**src/rtl/amp_ctl_pkg.sv**
```systemverilog
package amp_ctl_pkg;
  localparam int BYTE_BITS = 8;
  localparam int VOL_W     = 6;
  localparam int GAIN_W    = 8;
  localparam logic [6:0] DEV_ADDR = 7'b1101111;
  localparam int SEL_BIT   = 7;
  localparam int EN_BIT    = 0;
  localparam int MUTE_BIT  = 1;
  localparam int TEST_BIT  = 4;
  localparam logic signed [GAIN_W-1:0] MUTE_DB = -8'sd90;

  typedef enum logic [2:0] {
    LK_IDLE, LK_ADDR, LK_AACK, LK_DATA, LK_DACK
  } link_state_t;

  // decode of the lower half of the code space (0..31)
  function automatic int low_gain(input int c);
    if (c == 0)       return -90;
    else if (c <= 6)  return 3 * c - 28;
    else if (c == 7)  return -8;
    else              return 2 * c - 22;
  endfunction

  function automatic logic signed [GAIN_W-1:0] gain_of(input logic [VOL_W-1:0] code);
    int c;
    int g;
    c = int'(code);
    if (c <= 31)      g = low_gain(c);
    else if (c <= 42) g = low_gain(c - 32);
    else if (c <= 46) g = 4 * (c - 43);
    else if (c <= 59) g = 2 * c - 80;
    else              g = 2 * c - 78;
    return GAIN_W'(g);
  endfunction
endpackage

```
**src/rtl/amp_ctl_sync.sv**
```systemverilog
module amp_ctl_sync #(
  parameter int W      = 2,
  parameter int STAGES = 2
) (
  input  logic         clk,
  input  logic         rst,
  input  logic [W-1:0] d,
  output logic [W-1:0] q
);
  logic [W-1:0] stg [STAGES];

  generate
    for (genvar s = 0; s < STAGES; s++) begin : g_stage
      if (s == 0) begin : g_first
        always_ff @(posedge clk) begin
          if (rst) stg[0] <= '1;
          else     stg[0] <= d;
        end
      end else begin : g_next
        always_ff @(posedge clk) begin
          if (rst) stg[s] <= '1;
          else     stg[s] <= stg[s-1];
        end
      end
    end
  endgenerate

  assign q = stg[STAGES-1];
endmodule

```
**src/rtl/amp_ctl_link.sv**
```systemverilog
module amp_ctl_link
  import amp_ctl_pkg::*;
(
  input  logic                 clk,
  input  logic                 rst,
  input  logic                 clr_n,
  input  logic                 scl_s,
  input  logic                 sda_s,
  output logic                 wr_stb,
  output logic [BYTE_BITS-1:0] wr_byte,
  output logic                 ack_oe
);
  localparam int CNT_W = $clog2(BYTE_BITS + 1);
  localparam logic [CNT_W-1:0] CNT_FULL = CNT_W'(BYTE_BITS);
  localparam logic [BYTE_BITS-1:0] ADDR_WR = {DEV_ADDR, 1'b0};

  logic scl_q, sda_q;
  logic scl_rise, scl_fall, start_c, stop_c;
  link_state_t state;
  logic [CNT_W-1:0] cnt;
  logic [BYTE_BITS-1:0] sh;

  always_ff @(posedge clk) begin
    if (rst) begin
      scl_q <= 1'b1;
      sda_q <= 1'b1;
    end else begin
      scl_q <= scl_s;
      sda_q <= sda_s;
    end
  end

  assign scl_rise = scl_s & ~scl_q;
  assign scl_fall = ~scl_s & scl_q;
  assign start_c  = scl_s & scl_q & sda_q & ~sda_s;
  assign stop_c   = scl_s & scl_q & ~sda_q & sda_s;

  always_ff @(posedge clk) begin
    if (rst || !clr_n) begin
      state  <= LK_IDLE;
      cnt    <= '0;
      sh     <= '0;
      ack_oe <= 1'b0;
      wr_stb <= 1'b0;
    end else begin
      wr_stb <= 1'b0;
      if (start_c) begin
        state  <= LK_ADDR;
        cnt    <= '0;
        ack_oe <= 1'b0;
      end else if (stop_c) begin
        state  <= LK_IDLE;
        ack_oe <= 1'b0;
      end else begin
        case (state)
          LK_ADDR, LK_DATA: begin
            if (scl_rise && cnt != CNT_FULL) begin
              sh  <= {sh[BYTE_BITS-2:0], sda_s};
              cnt <= cnt + 1'b1;
            end else if (scl_fall && cnt == CNT_FULL) begin
              if (state == LK_ADDR) begin
                if (sh == ADDR_WR) begin
                  ack_oe <= 1'b1;
                  state  <= LK_AACK;
                end else begin
                  state  <= LK_IDLE;
                end
              end else begin
                ack_oe <= 1'b1;
                wr_stb <= 1'b1;
                state  <= LK_DACK;
              end
            end
          end
          LK_AACK, LK_DACK: begin
            if (scl_fall) begin
              ack_oe <= 1'b0;
              cnt    <= '0;
              state  <= LK_DATA;
            end
          end
          default: ;
        endcase
      end
    end
  end

  assign wr_byte = sh;
endmodule

```
**src/rtl/amp_ctl_regs.sv**
```systemverilog
module amp_ctl_regs
  import amp_ctl_pkg::*;
(
  input  logic                     clk,
  input  logic                     rst,
  input  logic                     clr_n,
  input  logic                     wr_stb,
  input  logic [BYTE_BITS-1:0]     wr_byte,
  output logic                     amp_en,
  output logic                     mute_on,
  output logic                     test_on,
  output logic signed [GAIN_W-1:0] gain_db
);
  logic en_r, mute_r, test_r;
  logic [VOL_W-1:0] vol_r;

  always_ff @(posedge clk) begin
    if (rst || !clr_n) begin
      en_r   <= 1'b0;
      mute_r <= 1'b0;
      test_r <= 1'b0;
      vol_r  <= '0;
    end else if (wr_stb) begin
      if (wr_byte[SEL_BIT]) begin
        vol_r <= wr_byte[VOL_W-1:0];
      end else begin
        en_r   <= wr_byte[EN_BIT];
        mute_r <= wr_byte[MUTE_BIT];
        test_r <= wr_byte[TEST_BIT];
      end
    end
  end

  always_ff @(posedge clk) begin
    if (rst) begin
      amp_en  <= 1'b0;
      mute_on <= 1'b0;
      test_on <= 1'b0;
      gain_db <= MUTE_DB;
    end else begin
      amp_en  <= en_r & clr_n;
      mute_on <= mute_r;
      test_on <= test_r;
      gain_db <= mute_r ? MUTE_DB : gain_of(vol_r);
    end
  end
endmodule

```
**src/rtl/amp_ctl_i2c_target.sv**
```systemverilog
module amp_ctl_i2c_target
  import amp_ctl_pkg::*;
(
  input  logic                     clk,
  input  logic                     rst,
  input  logic                     clr_n,
  input  logic                     scl_i,
  input  logic                     sda_i,
  output logic                     sda_pull_low,
  output logic                     amp_en,
  output logic                     mute_on,
  output logic                     test_on,
  output logic signed [GAIN_W-1:0] gain_db
);
  logic [1:0] line_s;
  logic wr_stb;
  logic [BYTE_BITS-1:0] wr_byte;

  amp_ctl_sync #(.W(2), .STAGES(2)) i_sync (
    .clk (clk),
    .rst (rst),
    .d   ({scl_i, sda_i}),
    .q   (line_s)
  );

  amp_ctl_link i_link (
    .clk     (clk),
    .rst     (rst),
    .clr_n   (clr_n),
    .scl_s   (line_s[1]),
    .sda_s   (line_s[0]),
    .wr_stb  (wr_stb),
    .wr_byte (wr_byte),
    .ack_oe  (sda_pull_low)
  );

  amp_ctl_regs i_regs (
    .clk     (clk),
    .rst     (rst),
    .clr_n   (clr_n),
    .wr_stb  (wr_stb),
    .wr_byte (wr_byte),
    .amp_en  (amp_en),
    .mute_on (mute_on),
    .test_on (test_on),
    .gain_db (gain_db)
  );
endmodule

```
**config.mk**
```make
export PLATFORM = sky130hd
export DESIGN_NAME = amp_ctl_i2c_target
export DESIGN_NICKNAME = d
export VERILOG_FILES = /design/src/rtl/amp_ctl_pkg.sv /design/src/rtl/amp_ctl_sync.sv /design/src/rtl/amp_ctl_link.sv /design/src/rtl/amp_ctl_regs.sv /design/src/rtl/amp_ctl_i2c_target.sv
export SDC_FILE = /design/constraint.sdc
export NUM_CORES = 1
export LEC_CHECK = 0
export BUFFER_PORTS_ARGS = -buffer_cell sky130_fd_sc_hd__buf_2
export CAP_MARGIN = 20
export CORE_AREA = 2 2 114 116
export CTS_BUF_LIST = sky130_fd_sc_hd__clkbuf_16
export CTS_CLUSTER_SIZE = 14
export DETAILED_ROUTE_END_ITERATION = 8
export DIE_AREA = 0 0 116 118
export PLACE_DENSITY_LB_ADDON = 0.12
export SETUP_SLACK_MARGIN = 0.2
export SYNTH_ARGS = -nofsm -noshare
export SYNTH_HDL_FRONTEND = slang
export SYNTH_SLANG_ARGS = --single-unit
```
**constraint.sdc**
```tcl
create_clock -name clk -period 4.7 [get_ports clk]
set_clock_uncertainty 0.15 [all_clocks]
set_input_delay 0.94 -clock clk [delete_from_list [all_inputs] [get_ports clk]]
set_output_delay 0.94 -clock clk [all_outputs]
set_load 0.01 [all_outputs]
```
After elaboration in Yosys (flattened, before gate mapping) --
Memories as Yosys holds them, arrays and structs flattened. Cells that the tools add are included.
Storage, ports and cells: bits in registers 39, memory bits (writable) 4, logic and storage cells 124, memories 1
Memory list:
- i_sync.stg | words 2, bits a word 2, read ports 2, clocked after Yosys merged registers in 0, wr ports 2, line amp_ctl_sync.sv:10 | logic [W-1:0] stg [STAGES];
Operators by class: $add $sub $neg 9, $mul 2, magnitude comparators 6, eq/ne operators 17, muxes and demuxes 33, bitwise gates (word level) 19, reductions and logical operators 21
Operators by type and width (count):
- $mux W8 | 10
- $logic_not A32 Y1 | 1
- $le A6 B6 Y1 const B | 3
- $reduce_and A4 Y1 | 4
- $sub A7 B7 Y8 const B | 2
- $sub A8 B6 Y8 const B | 2
- $mux W3 | 4
- $mux W1 | 11
- $not A1 Y1 | 9
- $and A1 B1 Y1 | 8
- $eq A8 B8 Y1 const B | 1
- $mul A2 B6 Y8 const A | 1
- $mul A3 B7 Y8 const A | 1
- $mux W4 | 2
- $ne A4 B1 Y1 const B | 2
- $pmux W4 S2 | 1
- $reduce_or A2 Y1 | 4
- $sub A7 B5 Y8 const B | 1
- $sub A8 B5 Y8 const B | 1
- $eq A7 B4 Y1 const B | 1
- $le A7 B4 Y1 const B | 1
- $sub A6 B6 Y7 const B | 1
- $eq A3 B2 Y1 const B | 2
- $eq A6 B4 Y1 const B | 1
- other kinds (26) | 33

Logic depth before layout (Yosys ltp) --
An unclocked memory read counts as a cell.
depth in word-level cells 9, mapped depth 14

Modules after synthesis --
From an unflattened synthesis, not the netlist that was laid out.
Unflattened totals: cells, all modules 356, area, all modules 3076.7 um2
By module, submodules not included:
- amp_ctl_regs | times used 1, cells each 249, area an instance 2082.0 um2, seq. area each 400.4 um2
- amp_ctl_link | times used 1, cells each 99, area an instance 889.6 um2, seq. area each 380.4 um2
- amp_ctl_sync | times used 1, cells each 8, area an instance 105.1 um2, seq. area each 80.1 um2

Least setup slack after synthesis --
No wires, ideal clock.
path type register to register, from reg i_regs.vol_r[4], to reg i_regs.gain_db[7], library setup time 0.122 ns, arrival 2.656 ns, required time 4.428 ns, slack 1.772 ns, cell stages (with the launch flop) 11, path through dfxtp_1 > inv_1 > ha_1 > ha_1 > fa_1 > a21o_1 > a21oi_1 > xnor2_1 > nor2_1 > o21ai_0 > a311o_1
On the way: word-level cells in the longest chain between the ends 7, elaborated cells between the ends (all ways) 30
Ends and longest elaborated chain:
- start: declaration | line amp_ctl_regs.sv:15 | logic [VOL_W-1:0] vol_r;
- start signal: assignment | line amp_ctl_regs.sv:25 | vol_r <= wr_byte[VOL_W-1:0];
- $sub A6 B6 Y7 | line amp_ctl_pkg.sv:29 | else if (c <= 42) g = low_gain(c - 32);
- $mul A3 B7 Y8 (tied with other cells) | line amp_ctl_pkg.sv:19 | else if (c <= 6) return 3 * c - 28;
- $sub A8 B6 Y8 / $mux W8 (equally long branches) | line amp_ctl_pkg.sv:19, amp_ctl_pkg.sv:20
- $mux W8 | line amp_ctl_pkg.sv:19
- $mux W8 | line amp_ctl_pkg.sv:18 | if (c == 0) return -90;
- $mux W8 | line amp_ctl_pkg.sv:29
- $mux W8 * | line amp_ctl_pkg.sv:28 | if (c <= 31) g = low_gain(c);
- end signal: assignment | line amp_ctl_regs.sv:44 | gain_db <= mute_r ? MUTE_DB : gain_of(vol_r);
- end: declaration | line amp_ctl_regs.sv:12 | output logic signed [GAIN_W-1:0] gain_db
Every way passes the cells marked *; elsewhere a longest branch is shown, timed or not. A chain may end at the register's enable or synchronous reset.

Worst setup path in the final report --
Same ends and word-level chain as after synthesis.

==> out/summary.md <==
• i_regs.vol_r[4]$_SDFFE_PP0P_ — launching instance or port of the critical path
• 22 — maximum number of pins on one net before global-route repair
• 0 — overflow left after global routing
• 5.88 mm — final HPWL from detailed placement
• 24.5% — Initial Utilization
• inv_1 > ha_1 > ha_1 > fa_1 > a21o_1 > a21oi_1 > xnor2_1 > nor2_1 > o21ai_0 > a311o_1 — critical path cell sequence
• sky130_fd_sc_hd__dfxtp_1 — Slowest cell on crit path
• i_sync.stg[1][0]$_SDFF_PP1_ — hold-critical path endpoint
• 1 — depth of the worst hold-timing path
• 2 — maximum clock path buffer count
• sky130_fd_sc_hd__ha_1 — most used cell, CP
• 11.9% — layout overhead on the synthesized area
• 10 — crit-path max FO
• 745 uW — Overall Power
• 0 — number of nets still failing antenna checks after routing
• false — RSZ-0062 raised after global routing
• 28.3% — share of the synthesized area in the top cell type
• reg2reg — worst setup path category
• complete, no violations — status
• 0 — number of enable flip-flop cells after synthesis
• 0 — count of buffers added by post-CTS timing repair for setup
• 412 — count of nets after finishing
• 364 — Post-Synthesis Cells
• 12400 um^2 — core outline area
• 3.21 ns — data arrival at the endpoint of the critical path
• 0.30 ns — Skew-Pair Late Insertion Delay
• i_regs.gain_db[7]$_SDFF_PP1_ — Worst R2R End
• flop — CP Launch Type
• 4.67 — drt via density
• 0.845 ns — transition time at the pin with the least slew margin
• 0.56 ns — maximum single-stage delay on the critical path
• sky130_fd_sc_hd__dfxtp_1 — Yosys top cell by area
• sky130_fd_sc_hd__clkbuf_16 — cell chosen for the clock root
• 13700 um^2 — die area
• 17 — count of boundary I/O pins
• 16 — IO Port Bufs
• 544 — fin cells
• 28.3% — part of the Yosys area used for sequential elements
• 0 — total count of hold-check failures in the final report
• 0 — n_diodes
• 536 — placed cells
• 1.53 ns — worst-case register-to-register setup slack
• reg2reg — min-delay worst type
• 10 — Worst Reg-to-Reg Cells
• 4.74 ns — required time of the critical path
• 316 MHz — top achievable clock speed
• 0 ns — sum of negative setup slack
• 2537 — via count of the first global-routing pass
• 67.4% — portion of the clock cycle consumed by the worst path in the final layout
• 8.36 um^2 — synthesized area per cell
• 0 — antenna violations before repair
• sky130_fd_sc_hd__dfxtp_1, sky130_fd_sc_hd__ha_1, sky130_fd_sc_hd__a21oi_1 — biggest area contributors in the synthesized netlist
• 146 — DRT iter0 DRCs
• 0.000113 V — IR drop worst, VDD
• 2.1% — combinational fraction of design power
• 23.6% — switching power share of the total
• i_regs.vol_r[4]$_SDFFE_PP0P_ — RR Startpoint
• 116 um — die outline width
• 2 — # H-tree levels
• 4 — 1st-pass router iterations
• 0 — Final setup viols
• 2541 — Vias
• 43.7% — Slew Limit Headroom
• 13.2 mm — wire length of the first global-routing pass
• sky130_fd_sc_hd__dfxtp_1, sky130_fd_sc_hd__nand2_1, sky130_fd_sc_hd__a21oi_1, sky130_fd_sc_hd__ha_1, sky130_fd_sc_hd__nand3_1 — Synth top cells by count
• 0 — max-cap viol count
• 49.5% — part of the total power dissipated in sequential elements
• 0.07 ns — clock slew seen by the registers of the worst setup and hold paths
• 569 uW — internal portion of total power
• 0 — number of warning messages in the yosys log
• 12.3% — total global routing track utilization
• sky130_fd_sc_hd__dfxtp_1 — count leader, synth
• 176 uW — net load switching power
• i_sync.stg[0][0]$_SDFF_PP1_ — start point of the worst min-delay path
• 13.2% — share of final-layout standard cells stronger than drive strength 1
• 0% — share of async-settable or async-resettable flops after synthesis
• 219 nW/um^2 — Power Dens Cells
• 43 — number of register bits inferred by synthesis
• 7.95 mm — Total Routed Length
• built — CTS tree
• 118 um — floorplan die height
• 14.6 um — detailed-route wire length per cell
• 0 — Resized cells post-CTS
• 0.804 — final weighted congestion in routability-driven placement
• 0 — Slew Limit Fails
• 43 — clock sink count
• 58 — number of library cell types mapped by synthesis
• 0 — cts-stage hold buffer count
• 1.26 nW — leakage power total
• sky130_fd_sc_hd__dfxtp_1 — primary flip-flop cell chosen by synthesis mapping
• 3040 um^2 — cell area after technology mapping
• 5 — CTS buffer count
• 3.17 ns — shortest period the worst path allows
• flop — endpoint class of the critical path
• 48.5% — fraction of power consumed by the clock network
• 0 — DRC violations left
• 405 — net count of the mapped netlist
• 41 — number of standard-cell rows in the floorplan
[through the flow]
step	util [%]	worst slack [ns]	hold slack (ns)	area (um^2)
6_report	27.4	1.53	0.262	3400
5_1_grt	27.4	1.29	0.269	3400
4_1_cts	27.4	1.48	0.264	3400
3_5_place_dp	26.3	1.50	0.246	3260
3_3_place_gp	26.3	1.55	0.241	3260
2_1_floorplan	-	1.77	0.239	3040
[area by class of cell]
type                    instances  area (um^2)
multi-input cells             289         2040
clock inverters                 3         20.0
clock buffers                   5          125
fillers                      1401         9010
well taps                     172          215
repair buffers                 17         87.6
inverters                      15         56.3
flip-flops and latches         43          861
[worst max-delay path, delay by kind of cell (launching register included)]
kind	cells	cell delay, ns
AOI/OAI and AO/OA	4	0.76
buffers and inverters	1	0.21
and+or+nand+nor	1	0.08
adders and majority gates	3	1.22
xor gates and xnor gates	1	0.08
DFF	1	0.56
[metal layers]
metal	part of all wire, %	track usage [%]
met1	50	16.1
met4	2.1	4.76
met5	0	0
met3	2.8	2.68
met2	45	19.6
[how the worst max path moves through the flow]
stage,endpoint,slack [ns]
2_1_floorplan,i_regs.gain_db[7]$_SDFF_PP1_,1.77
3_3_place_gp,i_regs.gain_db[7]$_SDFF_PP1_,1.55
3_5_place_dp,i_regs.gain_db[7]$_SDFF_PP1_,1.50
4_1_cts,i_regs.gain_db[7]$_SDFF_PP1_,1.48
5_1_grt,i_regs.gain_db[7]$_SDFF_PP1_,1.29
6_report,i_regs.gain_db[7]$_SDFF_PP1_,1.53
[state kept, by name (all words and copies together), names as in the netlist]
| register | count |
|---|---|
| i_link.cnt | 4 |
| i_regs.mute_r | 1 |
| i_regs.en_r | 1 |
| i_link.scl_q | 1 |
| i_sync.stg | 4 |
| i_link.state | 3 |
| i_regs.vol_r | 6 |
| i_regs.mute_on | 1 |
| i_link.wr_byte | 8 |
| i_regs.test_r | 1 |
| i_link.sda_q | 1 |
| i_regs.amp_en | 1 |
| i_regs.gain_db | 8 |
| i_link.wr_stb | 1 |
| i_link.ack_oe | 1 |
| i_regs.test_on | 1 |
[cell usage in the layout (no fill, tap or decap), drive strengths merged, types with 3 or more instances in the layout]
cell    count
nand3      24
nand2b      5
nor2       20
nand4       3
xnor2      15
nand2      42
o211ai      5
nor2b       6
xor2        8
a211o       3
o21ai       9
nor3        3
nand3b      3
a21o        7
and2        3
mux2i       7
nand4b      4
dfxtp      43
clkbuf      5
a31oi       7
or2        10
inv        15
a21oi      40
buf        17
and3        4
ha         34
[power by group through the flow]
stage                     logic, mW  clock network [mW]  registers, mW
after floorplan              0.0113                   0          0.376
after global placement       0.0157                   0          0.377
after detailed placement     0.0156                   0          0.377
after CTS                    0.0157               0.374          0.368
after global routing         0.0171               0.389          0.368
final                        0.0155               0.361          0.368
[cells by family (layout without fill, tap and decap cells)]
group | after synthesis | count (layout) | share of synthesized area, %
xor gates and xnor gates | 23 | 23 | 6.62
DFF | 43 | 43 | 28.3
adders and majority gates | 37 | 37 | 15.6
muxes | 9 | 9 | 3.17
AOI/OAI and AO/OA | 88 | 88 | 19.8
and+or+nand+nor | 132 | 132 | 21.8
buffers and inverters | 32 | 40 | 4.65
Power figures use the tool's default switching activity.
